$ cat config.mk
export PLATFORM = sky130hd
export DESIGN_NAME = nib_core
export DESIGN_NICKNAME = d
export VERILOG_FILES = /design/src/rtl/nib_pkg.sv /design/src/rtl/nib_decode.sv /design/src/rtl/nib_ram.sv /design/src/rtl/nib_core.sv
export SDC_FILE = /design/constraint.sdc
export NUM_CORES = 1
export LEC_CHECK = 0
export ABC_AREA = 1
export BUFFER_PORTS_ARGS = -buffer_cell sky130_fd_sc_hd__buf_2
export CORE_MARGIN = 10
export CORE_UTILIZATION = 40
export CTS_BUF_LIST = sky130_fd_sc_hd__clkbuf_4 sky130_fd_sc_hd__clkbuf_8
export CTS_CLUSTER_DIAMETER = 60
export CTS_CLUSTER_SIZE = 12
export DETAILED_ROUTE_END_ITERATION = 8
export PLACE_DENSITY = 0.55
export SLEW_MARGIN = 20
export SYNTH_ARGS = -nofsm -noshare
export SYNTH_HDL_FRONTEND = slang
export SYNTH_SLANG_ARGS = --single-unit
$ cat constraint.sdc
create_clock -name clk -period 4.65 [get_ports clk]
set_clock_uncertainty 0.05 [all_clocks]
set_input_delay 0.465 -clock clk [delete_from_list [all_inputs] [get_ports clk]]
set_output_delay 0.465 -clock clk [all_outputs]
set_load 0.02 [all_outputs]
$ cat src/rtl/nib_pkg.sv
package nib_pkg;

    localparam int OPC_W = 3;

    typedef enum logic [OPC_W-1:0] {
        OP_LDM  = 3'd0,
        OP_LDI  = 3'd1,
        OP_INC  = 3'd2,
        OP_JMP  = 3'd3,
        OP_SKE  = 3'd4,
        OP_STM  = 3'd5,
        OP_RSV6 = 3'd6,
        OP_RSV7 = 3'd7
    } op_t;

endpackage

$ cat src/rtl/nib_decode.sv
module nib_decode
    import nib_pkg::*;
#(
    parameter int INSTR_W = 16,
    parameter int PC_W    = 12,
    parameter int DATA_W  = 4,
    parameter int AW      = 4
) (
    input  logic [INSTR_W-1:0] instr,
    output op_t                opcode,
    output logic [AW-1:0]      addr,
    output logic [DATA_W-1:0]  imm,
    output logic [PC_W-1:0]    target
);

    localparam int PAD_W = INSTR_W - OPC_W - PC_W;

    always_comb begin
        opcode = op_t'(instr[INSTR_W-1 -: OPC_W]);
        addr   = instr[AW-1:0];
        imm    = instr[DATA_W-1:0];
        target = instr[PC_W-1:0];
    end

    generate
        if (PAD_W > 0) begin : g_pad
            logic [PAD_W-1:0] unused_pad;
            assign unused_pad = instr[PC_W +: PAD_W];
        end
    endgenerate

endmodule

$ cat src/rtl/nib_ram.sv
module nib_ram #(
    parameter int DATA_W = 4,
    parameter int DEPTH  = 16,
    localparam int AW    = $clog2(DEPTH)
) (
    input  logic              clk,
    input  logic              rst_n,
    input  logic [AW-1:0]     addr,
    input  logic              we,
    input  logic [DATA_W-1:0] wr_data,
    output logic [DATA_W-1:0] rd_data,
    input  logic [DATA_W-1:0] in_port,
    output logic [DATA_W-1:0] out_port
);

    localparam logic [AW-1:0] IO_ADDR = AW'(DEPTH - 1);
    localparam int            CELLS   = DEPTH - 1;

    logic [DATA_W-1:0] cell_d [CELLS];
    logic [DATA_W-1:0] cell_q [CELLS];
    logic [DATA_W-1:0] out_d;
    logic [DATA_W-1:0] out_q;
    logic              io_sel;

    always_comb begin
        io_sel = (addr == IO_ADDR);
        out_d  = out_q;
        if (we && io_sel) begin
            out_d = wr_data;
        end
        rd_data = in_port;
        for (int i = 0; i < CELLS; i++) begin
            cell_d[i] = cell_q[i];
            if (we && addr == AW'(i)) begin
                cell_d[i] = wr_data;
            end
            if (addr == AW'(i)) begin
                rd_data = cell_q[i];
            end
        end
    end

    generate
        for (genvar g = 0; g < CELLS; g++) begin : g_cell
            always_ff @(posedge clk) begin
                if (!rst_n) begin
                    cell_q[g] <= '0;
                end else begin
                    cell_q[g] <= cell_d[g];
                end
            end
        end
    endgenerate

    always_ff @(posedge clk) begin
        if (!rst_n) begin
            out_q <= '0;
        end else begin
            out_q <= out_d;
        end
    end

    assign out_port = out_q;

    // a store to the top location shows up on the output latch
    p_out_load_r4: assert property (@(posedge clk) disable iff (!rst_n)
        $past(rst_n) && $past(we) && $past(addr) == IO_ADDR
        |-> out_port == $past(wr_data));

    // without a store to the top location, the latch holds
    p_out_hold_r10: assert property (@(posedge clk) disable iff (!rst_n)
        $past(rst_n) && !($past(we) && $past(addr) == IO_ADDR)
        |-> $stable(out_port));

endmodule

$ cat src/rtl/nib_core.sv
module nib_core
    import nib_pkg::*;
#(
    parameter int DATA_W    = 4,
    parameter int PC_W      = 12,
    parameter int INSTR_W   = 16,
    parameter int RAM_DEPTH = 16
) (
    input  logic               clk,
    input  logic               rst_n,
    output logic [PC_W-1:0]    imem_addr,
    input  logic [INSTR_W-1:0] imem_data,
    input  logic [DATA_W-1:0]  in_port,
    output logic [DATA_W-1:0]  out_port
);

    localparam int              AW     = $clog2(RAM_DEPTH);
    localparam logic [PC_W-1:0] PC_ONE = PC_W'(1);
    localparam logic [PC_W-1:0] PC_TWO = PC_W'(2);

    typedef struct packed {
        logic [PC_W-1:0]   pc;
        logic [DATA_W-1:0] acc;
    } core_t;

    core_t             st_d;
    core_t             st_q;
    op_t               opcode;
    logic [AW-1:0]     addr;
    logic [DATA_W-1:0] imm;
    logic [PC_W-1:0]   target;
    logic [DATA_W-1:0] rd_data;
    logic              ram_we;
    logic              match;

    nib_decode #(
        .INSTR_W (INSTR_W),
        .PC_W    (PC_W),
        .DATA_W  (DATA_W),
        .AW      (AW)
    ) u_decode (
        .instr  (imem_data),
        .opcode (opcode),
        .addr   (addr),
        .imm    (imm),
        .target (target)
    );

    nib_ram #(
        .DATA_W (DATA_W),
        .DEPTH  (RAM_DEPTH)
    ) u_ram (
        .clk      (clk),
        .rst_n    (rst_n),
        .addr     (addr),
        .we       (ram_we),
        .wr_data  (st_q.acc),
        .rd_data  (rd_data),
        .in_port  (in_port),
        .out_port (out_port)
    );

    always_comb begin
        st_d   = st_q;
        ram_we = 1'b0;
        match  = (st_q.acc == rd_data);
        st_d.pc = st_q.pc + PC_ONE;
        case (opcode)
            OP_LDM: st_d.acc = rd_data;
            OP_LDI: st_d.acc = imm;
            OP_INC: st_d.acc = st_q.acc + DATA_W'(1);
            OP_JMP: st_d.pc  = target;
            OP_SKE: begin
                if (match) begin
                    st_d.pc = st_q.pc + PC_TWO;
                end
            end
            OP_STM: ram_we = 1'b1;
            default: ;
        endcase
    end

    always_ff @(posedge clk) begin
        if (!rst_n) begin
            st_q <= '0;
        end else begin
            st_q <= st_d;
        end
    end

    assign imem_addr = st_q.pc;

    // a jump lands on the target field
    p_jump_r6: assert property (@(posedge clk) disable iff (!rst_n)
        $past(rst_n) && $past(opcode) == OP_JMP
        |-> imem_addr == $past(target));

    // a matching compare moves the counter two places
    p_skip_r7: assert property (@(posedge clk) disable iff (!rst_n)
        $past(rst_n) && $past(opcode) == OP_SKE && $past(st_q.acc) == $past(rd_data)
        |-> imem_addr == $past(imem_addr) + PC_TWO);

    // increment steps the accumulator by one, modulo the data width
    p_inc_wrap_r5: assert property (@(posedge clk) disable iff (!rst_n)
        $past(rst_n) && $past(opcode) == OP_INC
        |-> st_q.acc == DATA_W'($past(st_q.acc) + DATA_W'(1)));

    // immediate load takes the low field
    p_ldi_r2: assert property (@(posedge clk) disable iff (!rst_n)
        $past(rst_n) && $past(opcode) == OP_LDI
        |-> st_q.acc == $past(imm) && imem_addr == $past(imem_addr) + PC_ONE);

    // reserved opcodes leave the accumulator alone
    p_rsv_hold_r9: assert property (@(posedge clk) disable iff (!rst_n)
        $past(rst_n) && ($past(opcode) == OP_RSV6 || $past(opcode) == OP_RSV7)
        |-> $stable(st_q.acc) && imem_addr == $past(imem_addr) + PC_ONE);

endmodule

; ---- After elaboration in Yosys (flattened, before gate mapping)
; Memory sizes are Yosys's and may differ from the RTL's.
; Index checks and enable logic that the tools add are counted.
[op_classes]
add_sub_neg = 3
n_eq_ne = 21
muxes = 51
bitwise_logic = 15
n_reduce_logical = 19
[ops]
columns = op, n
row1 = $mux W4, 45
row2 = $eq A4 B4 Y1 const B, 8
row3 = $pmux W12 S2, 1
row4 = $eq A4 B3 Y1 const B, 4
row5 = $logic_and A1 B1 Y1, 16
row6 = $or A1 B1 Y1, 15
row7 = $add A12 B1 Y12 const B, 1
row8 = $add A12 B2 Y12 const B, 1
row9 = $mux W12, 1
row10 = $pmux W4 S3, 1
row11 = $eq A4 B2 Y1 const B, 2
row12 = $eq A3 B2 Y1 const B, 2
row13 = $eq A3 B3 Y1 const B, 2
row14 = $add A4 B1 Y4 const B, 1
row15 = $eq A4 B1 Y1 const B, 1
row16 = $eq A4 B4 Y1, 1
row17 = $logic_not A4 Y1, 1
row18 = $eq A3 B1 Y1 const B, 1
row19 = $logic_not A3 Y1, 1
row20 = $mux W1, 3
row21 = $reduce_bool A3 Y1, 1
[totals]
register_bits = 20
ram_bits = 60
inputBits = 22
wordCells = 113
mem_count = 1
[memory_table]
columns = name, depth, word_bits, rd, rd_clocked_by_memory_dff, wr, line
row1 = u_ram.cell_q, 15, 4, 15, 0, 15, nib_ram.sv:20  ; logic [DATA_W-1:0] cell_q [CELLS];

; ---- Depth between registers and ports, before layout
[depth]
ltp_word = 19
depth_mapped = 32

; ---- By module
; From an unflattened synthesis, not the netlist that was laid out.
[unflattened]
cells_unflattened = 780
area_unflattened_um2 = 5039.8
[modules_own_cells]
columns = mod, n_inst, cells_per_inst, area_each_um2, seq_area_each_um2
row1 = nib_ram, 1, 488, 3178.0, 1281.2
row2 = nib_core, 1, 269, 1689.1, 320.3
row3 = nib_decode, 1, 23, 172.7, 0.0

; ---- Worst setup path before layout
; OpenSTA, ideal clock, no wires.
[synth_timing]
path_kind = in2reg
from = input port imem_data[2]
to = register st_q, in the netlist imem_addr[0]
setup_ns = 0.109
t_arrival_ns = 2.432
slack_ns = 2.059
stages = 27
n_path_buf = 2
path_cell_list = nor2_1 > buf_4 > nand2_2 > or2_0 > nand2_1 > nand2_1 > nand2_1 > nand2_1 > nand2_1 > nand3_1 > nand3_1 > nand3_1 > nand3_1 > nand2_1 > nand2_1 > nand2_1 > nand2_1 > nand2_1 > nand3_1 > nand2_1 > nor2_2 > nand2_2 > buf_6 > nand2_1 > nand4_1 > nand2_1 > inv_1
[synth_via]
elab_chain_len = 19
word_cells_on_any_way = 33
cone_classes = eq/ne: 15 / mux: 17 / reduce/logical: 1
[synth_rtl]
columns = element, line
row1 = "start, declared", nib_core.sv:12  ; input logic [INSTR_W-1:0] imem_data,
row2 = $logic_not A4 Y1, nib_ram.sv:37  ; if (addr == AW'(i)) begin
row3 = $mux W4 (14 in a row), nib_ram.sv:37
row4 = $mux W4 *, nib_ram.sv:37
row5 = $eq A4 B4 Y1 *, nib_core.sv:66  ; match = (st_q.acc == rd_data);
row6 = $mux W12 *, nib_core.sv:74  ; if (match) begin
row7 = $pmux W12 S2 *, nib_core.sv:68  ; case (opcode)
row8 = "end signal, assigned", nib_core.sv:87  ; st_q <= st_d;
row9 = "end, declared", nib_core.sv:27  ; core_t st_q;
; Every way passes the cells marked *; elsewhere a longest branch is shown, timed or not.
; A chain may end at the register's enable or synchronous reset.

; ---- Final worst setup path
[layout_timing]
from = input port imem_data[1]
to = register st_q, in the netlist imem_addr[1]
[layout_via]
elab_chain_len = 19
word_cells_on_any_way = 33
cone_classes = eq/ne: 15 / mux: 17 / reduce/logical: 1
[layout_rtl]
columns = element, line
row1 = $logic_not A4 Y1, nib_ram.sv:37
row2 = $mux W4 (15 in a row), nib_ram.sv:37
row3 = $eq A4 B4 Y1, nib_core.sv:66
row4 = $mux W12, nib_core.sv:74
row5 = $pmux W12 S2 *, nib_core.sv:68
; Marks and branches as above.

==> insert_results.sql <==
INSERT INTO impl_metrics (metric_group, metric, value, unit) VALUES
('outcome', 'outcome', 'complete, no violations', ''),
('die', 'core_region_area', '10700', 'sq um'),
('sta', 'setup_violations', '0', ''),
('clocking', 'post_cts_resize_count', '0', ''),
('worst_setup_path', 'critPathMaxFanout', '14', ''),
('global_route', 'maximum_number_of_pins_on_one_net_before_global_route_repair', '80', ''),
('sta', 'timing.slew.headroom', '0.388', ''),
('sta', 'period_share', '0.706', ''),
('die', 'die_w', '124', 'um'),
('yosys', 'postSynthAreaPerCell', '6.57', 'sq um'),
('worst_setup_path', 'r2r-start', 'u_ram.cell_q[0][0]$_SDFFE_PN0P_', ''),
('detailed_routing', 'detail_route.wl_per_cell', '14.3', 'um'),
('cells_and_area', 'syn2layout_area_growth', '9.52', '%'),
('die', 'floorplan.initialDensity', '0.406', ''),
('cells_and_area', 'stdcell_count', '830', ''),
('clocking', 'clockRootBuffer', 'clkbuf_8', ''),
('placed_design', 'io_buffer_count', '36', ''),
('sta', 'max_freq', '305', 'MHz'),
('clocking', 'cts_max_level', '3', ''),
('yosys', 'ys_types', '30', ''),
('cells_and_area', 'finish.net_count', '710', ''),
('detailed_routing', 'first_iter_violations', '270', ''),
('detailed_routing', 'ant_nets', '0', ''),
('placed_design', 'finalWeightedCongestion', '0.808', ''),
('detailed_routing', 'detail_route.vias_per_cell', '5.11', ''),
('detailed_routing', 'post-route-drc-count', '0', ''),
('worst_setup_path', 'crit_path_start', 'imem_data[1]', ''),
('power', 'total_leakage_power', '2.15', 'nW'),
('yosys', 'ys_dominant_reg_cell', 'dfxtp_1', ''),
('detailed_routing', 'detailed_routing_iteration_count_for_the_pre_antenna_repair_pass', '9', ''),
('global_route', 'grt_first_pass_wirelength', '19200', 'um'),
('worst_setup_path', 'timing.critical_path.arrival', '3.50', 'ns'),
('die', 'ioPinCount', '38', ''),
('sta', 'drv_slew', '0', ''),
('yosys', 'yosysWarnings', '0', ''),
('detailed_routing', 'drt-total-wl', '11800', 'um'),
('clocking', 'clock-sinks', '80', ''),
('hold_path', 'hold_class', 'in -> reg', ''),
('sta', 'final.setup.tns', '0', 'ns'),
('yosys', 'async_flop_share', '0', ''),
('power', 'vdd_ir_drop_max', '158', 'uV'),
('power', 'overall_power_of_the_completed_layout', '1.53', 'mW'),
('global_route', 'grt_antenna_before_repair', '0', ''),
('placed_design', 'detailed_place_hpwl', '8050', 'um'),
('cells_and_area', 'fill_cells', '1156', ''),
('yosys', 'top_post_synthesis_cells_by_count', 'nand2_1 (122), o21ai_0 (92), a21oi_1 (88)', ''),
('clocking', 'clock_pin_slew_on_the_worst_setup_and_hold_paths', '0.08', 'ns'),
('worst_setup_path', 'critPathLaunchType', 'primary input', ''),
('global_route', 'grt_usage', '0.149', ''),
('yosys', 'synthCells', '664', ''),
('cells_and_area', 'multi_input_comb_area', '2300', 'sq um'),
('clocking', 'cts_buffers', '9', ''),
('sta', 'setup_repair_after_global_routing_missed_its_margin', 'false', ''),
('yosys', 'area_contributors_post_synth', 'dfxtp_1 (37%), o21ai_0 (11%), nand2_1 (10%)', ''),
('global_route', 'leftover_overflow_at_the_end_of_global_routing', '0', ''),
('clocking', 'clk-insertion-delay-late', '0.37', 'ns'),
('yosys', 'netlist.top_cell.by_area', 'dfxtp_1', ''),
('run', 'max_cap_viol_count', '0', ''),
('sta', 'finalHoldViolCount', '0', ''),
('worst_setup_path', 'crit_required', '4.87', 'ns'),
('sta', 'timing_worst_slew_pin_value', '0.911', 'ns'),
('clocking', 'cts_buffer_depth', '2', ''),
('detailed_routing', 'via_total_after_detailed_routing', '4242', ''),
('cells_and_area', 'layout-drive-gt1-share', '0.112', ''),
('cells_and_area', 'layout.area.seq', '1600', 'sq um'),
('yosys', 'synth-seq-area-share', '0.367', ''),
('sta', 'period_minus_slack', '3.28', 'ns'),
('cells_and_area', 'num_antenna_cells', '0', ''),
('yosys', 'yosysMostFrequentCell', 'nand2_1', ''),
('clocking', 'cts_hold_buffers', '0', ''),
('hold_path', 'worst_hold_startpoint', 'imem_data[8]', '');
## state kept, by name (all words and copies together), names as in the netlist
register,count
st_q,4
imem_addr,12
u_ram.out_port,4
u_ram.cell_q,60
## path summary, 6_finish.rpt
check	cells past startpoint	to	slack, ns
worst max-delay path	26	imem_addr[1]$_SDFF_PN0_	1.37
worst min-delay path	3	imem_addr[8]$_SDFF_PN0_	0.36
worst max register to register	23	imem_addr[1]$_SDFF_PN0_	1.75
worst min register to register	2	u_ram.cell_q[1][26]$_SDFFE_PN0P_	0.50
## critical path: stages
cell and delay, ns:
buf_2 0.14, inv_1 0.10, nand2_1 0.15, inv_2 0.12, nand2_1 0.13, or2_0 0.23, nand3_1 0.07, nand2_1 0.06
nand2_1 0.07, nand2_1 0.05, nand2_1 0.06, nand3_1 0.06, nand3_1 0.08, nand3_1 0.09, nand3_1 0.09, nand3_1 0.07
nand3_1 0.09, nand3_1 0.08, nand3_1 0.13, nand3_1 0.08, nand2_1 0.39, nand2_2 0.31, nand2_1 0.13, nand2_1 0.05
o21ai_0 0.14, inv_1 0.05
## metrics by stage
step | hold slack (ns) | setup WS [ns] | instance area, sq um | utilization
after floorplan | 0.446 | 2.06 | 4360 | -
after global placement | 0.470 | 1.02 | 4580 | 0.426
after detailed placement | 0.475 | 0.985 | 4580 | 0.426
after CTS | 0.348 | 1.39 | 4780 | 0.445
after global routing | 0.389 | 0.912 | 4780 | 0.445
final | 0.358 | 1.37 | 4780 | 0.445
## report_power, final
group,total (mW),internal (mW),switching [mW]
Combinational,0.277,0.0865,0.190
Clock,0.537,0.268,0.269
Sequential,0.721,0.702,0.0189
Total,1.53,1.06,0.478
## per-layer routing
| metal | part of all wire | track usage | routed length (um) |
|---|---|---|---|
| met5 | 0 | 0 | 0 |
| met3 | 0.040 | 0.0251 | 476 |
| met1 | 0.50 | 0.201 | 5930 |
| met2 | 0.44 | 0.227 | 5170 |
| met4 | 0.021 | 0.0665 | 254 |
## cells by family after synthesis
family          count (synthesis)  synth area share
buf+inv                       107             0.106
flops                          80             0.367
fa+ha+maj                       3           0.00860
xor+xnor                       13            0.0261
simple gates                  271             0.270
compound gates                190             0.223
## layout by cell type, fill, tap and decap left out, drive strengths merged
cell type and n:
bufinv 1, a221oi 2, o311ai 1, a31oi 3, inv 73, or2 16, clkinv 7, dfxtp 80
a211oi 1, nor3 7, xor2 9, a21oi 88, nand2 125, o211ai 2, clkbuf 11, clkinvlp 1
xnor2 4, nand3 61, ha 3, buf 40, nand4 2, nand3b 3, nor2 57, o21ai 93
## final cells by class
type                            count  area share
Sequential cell                    80       0.335
Tap cell                          140      0.0367
Inverter                           77      0.0605
Clock buffer                       11      0.0304
Clock inverter                      5      0.0118
Timing Repair Buffer               40      0.0440
Multi-Input combinational cell    477       0.482
(Power assumes the default switching activity.)
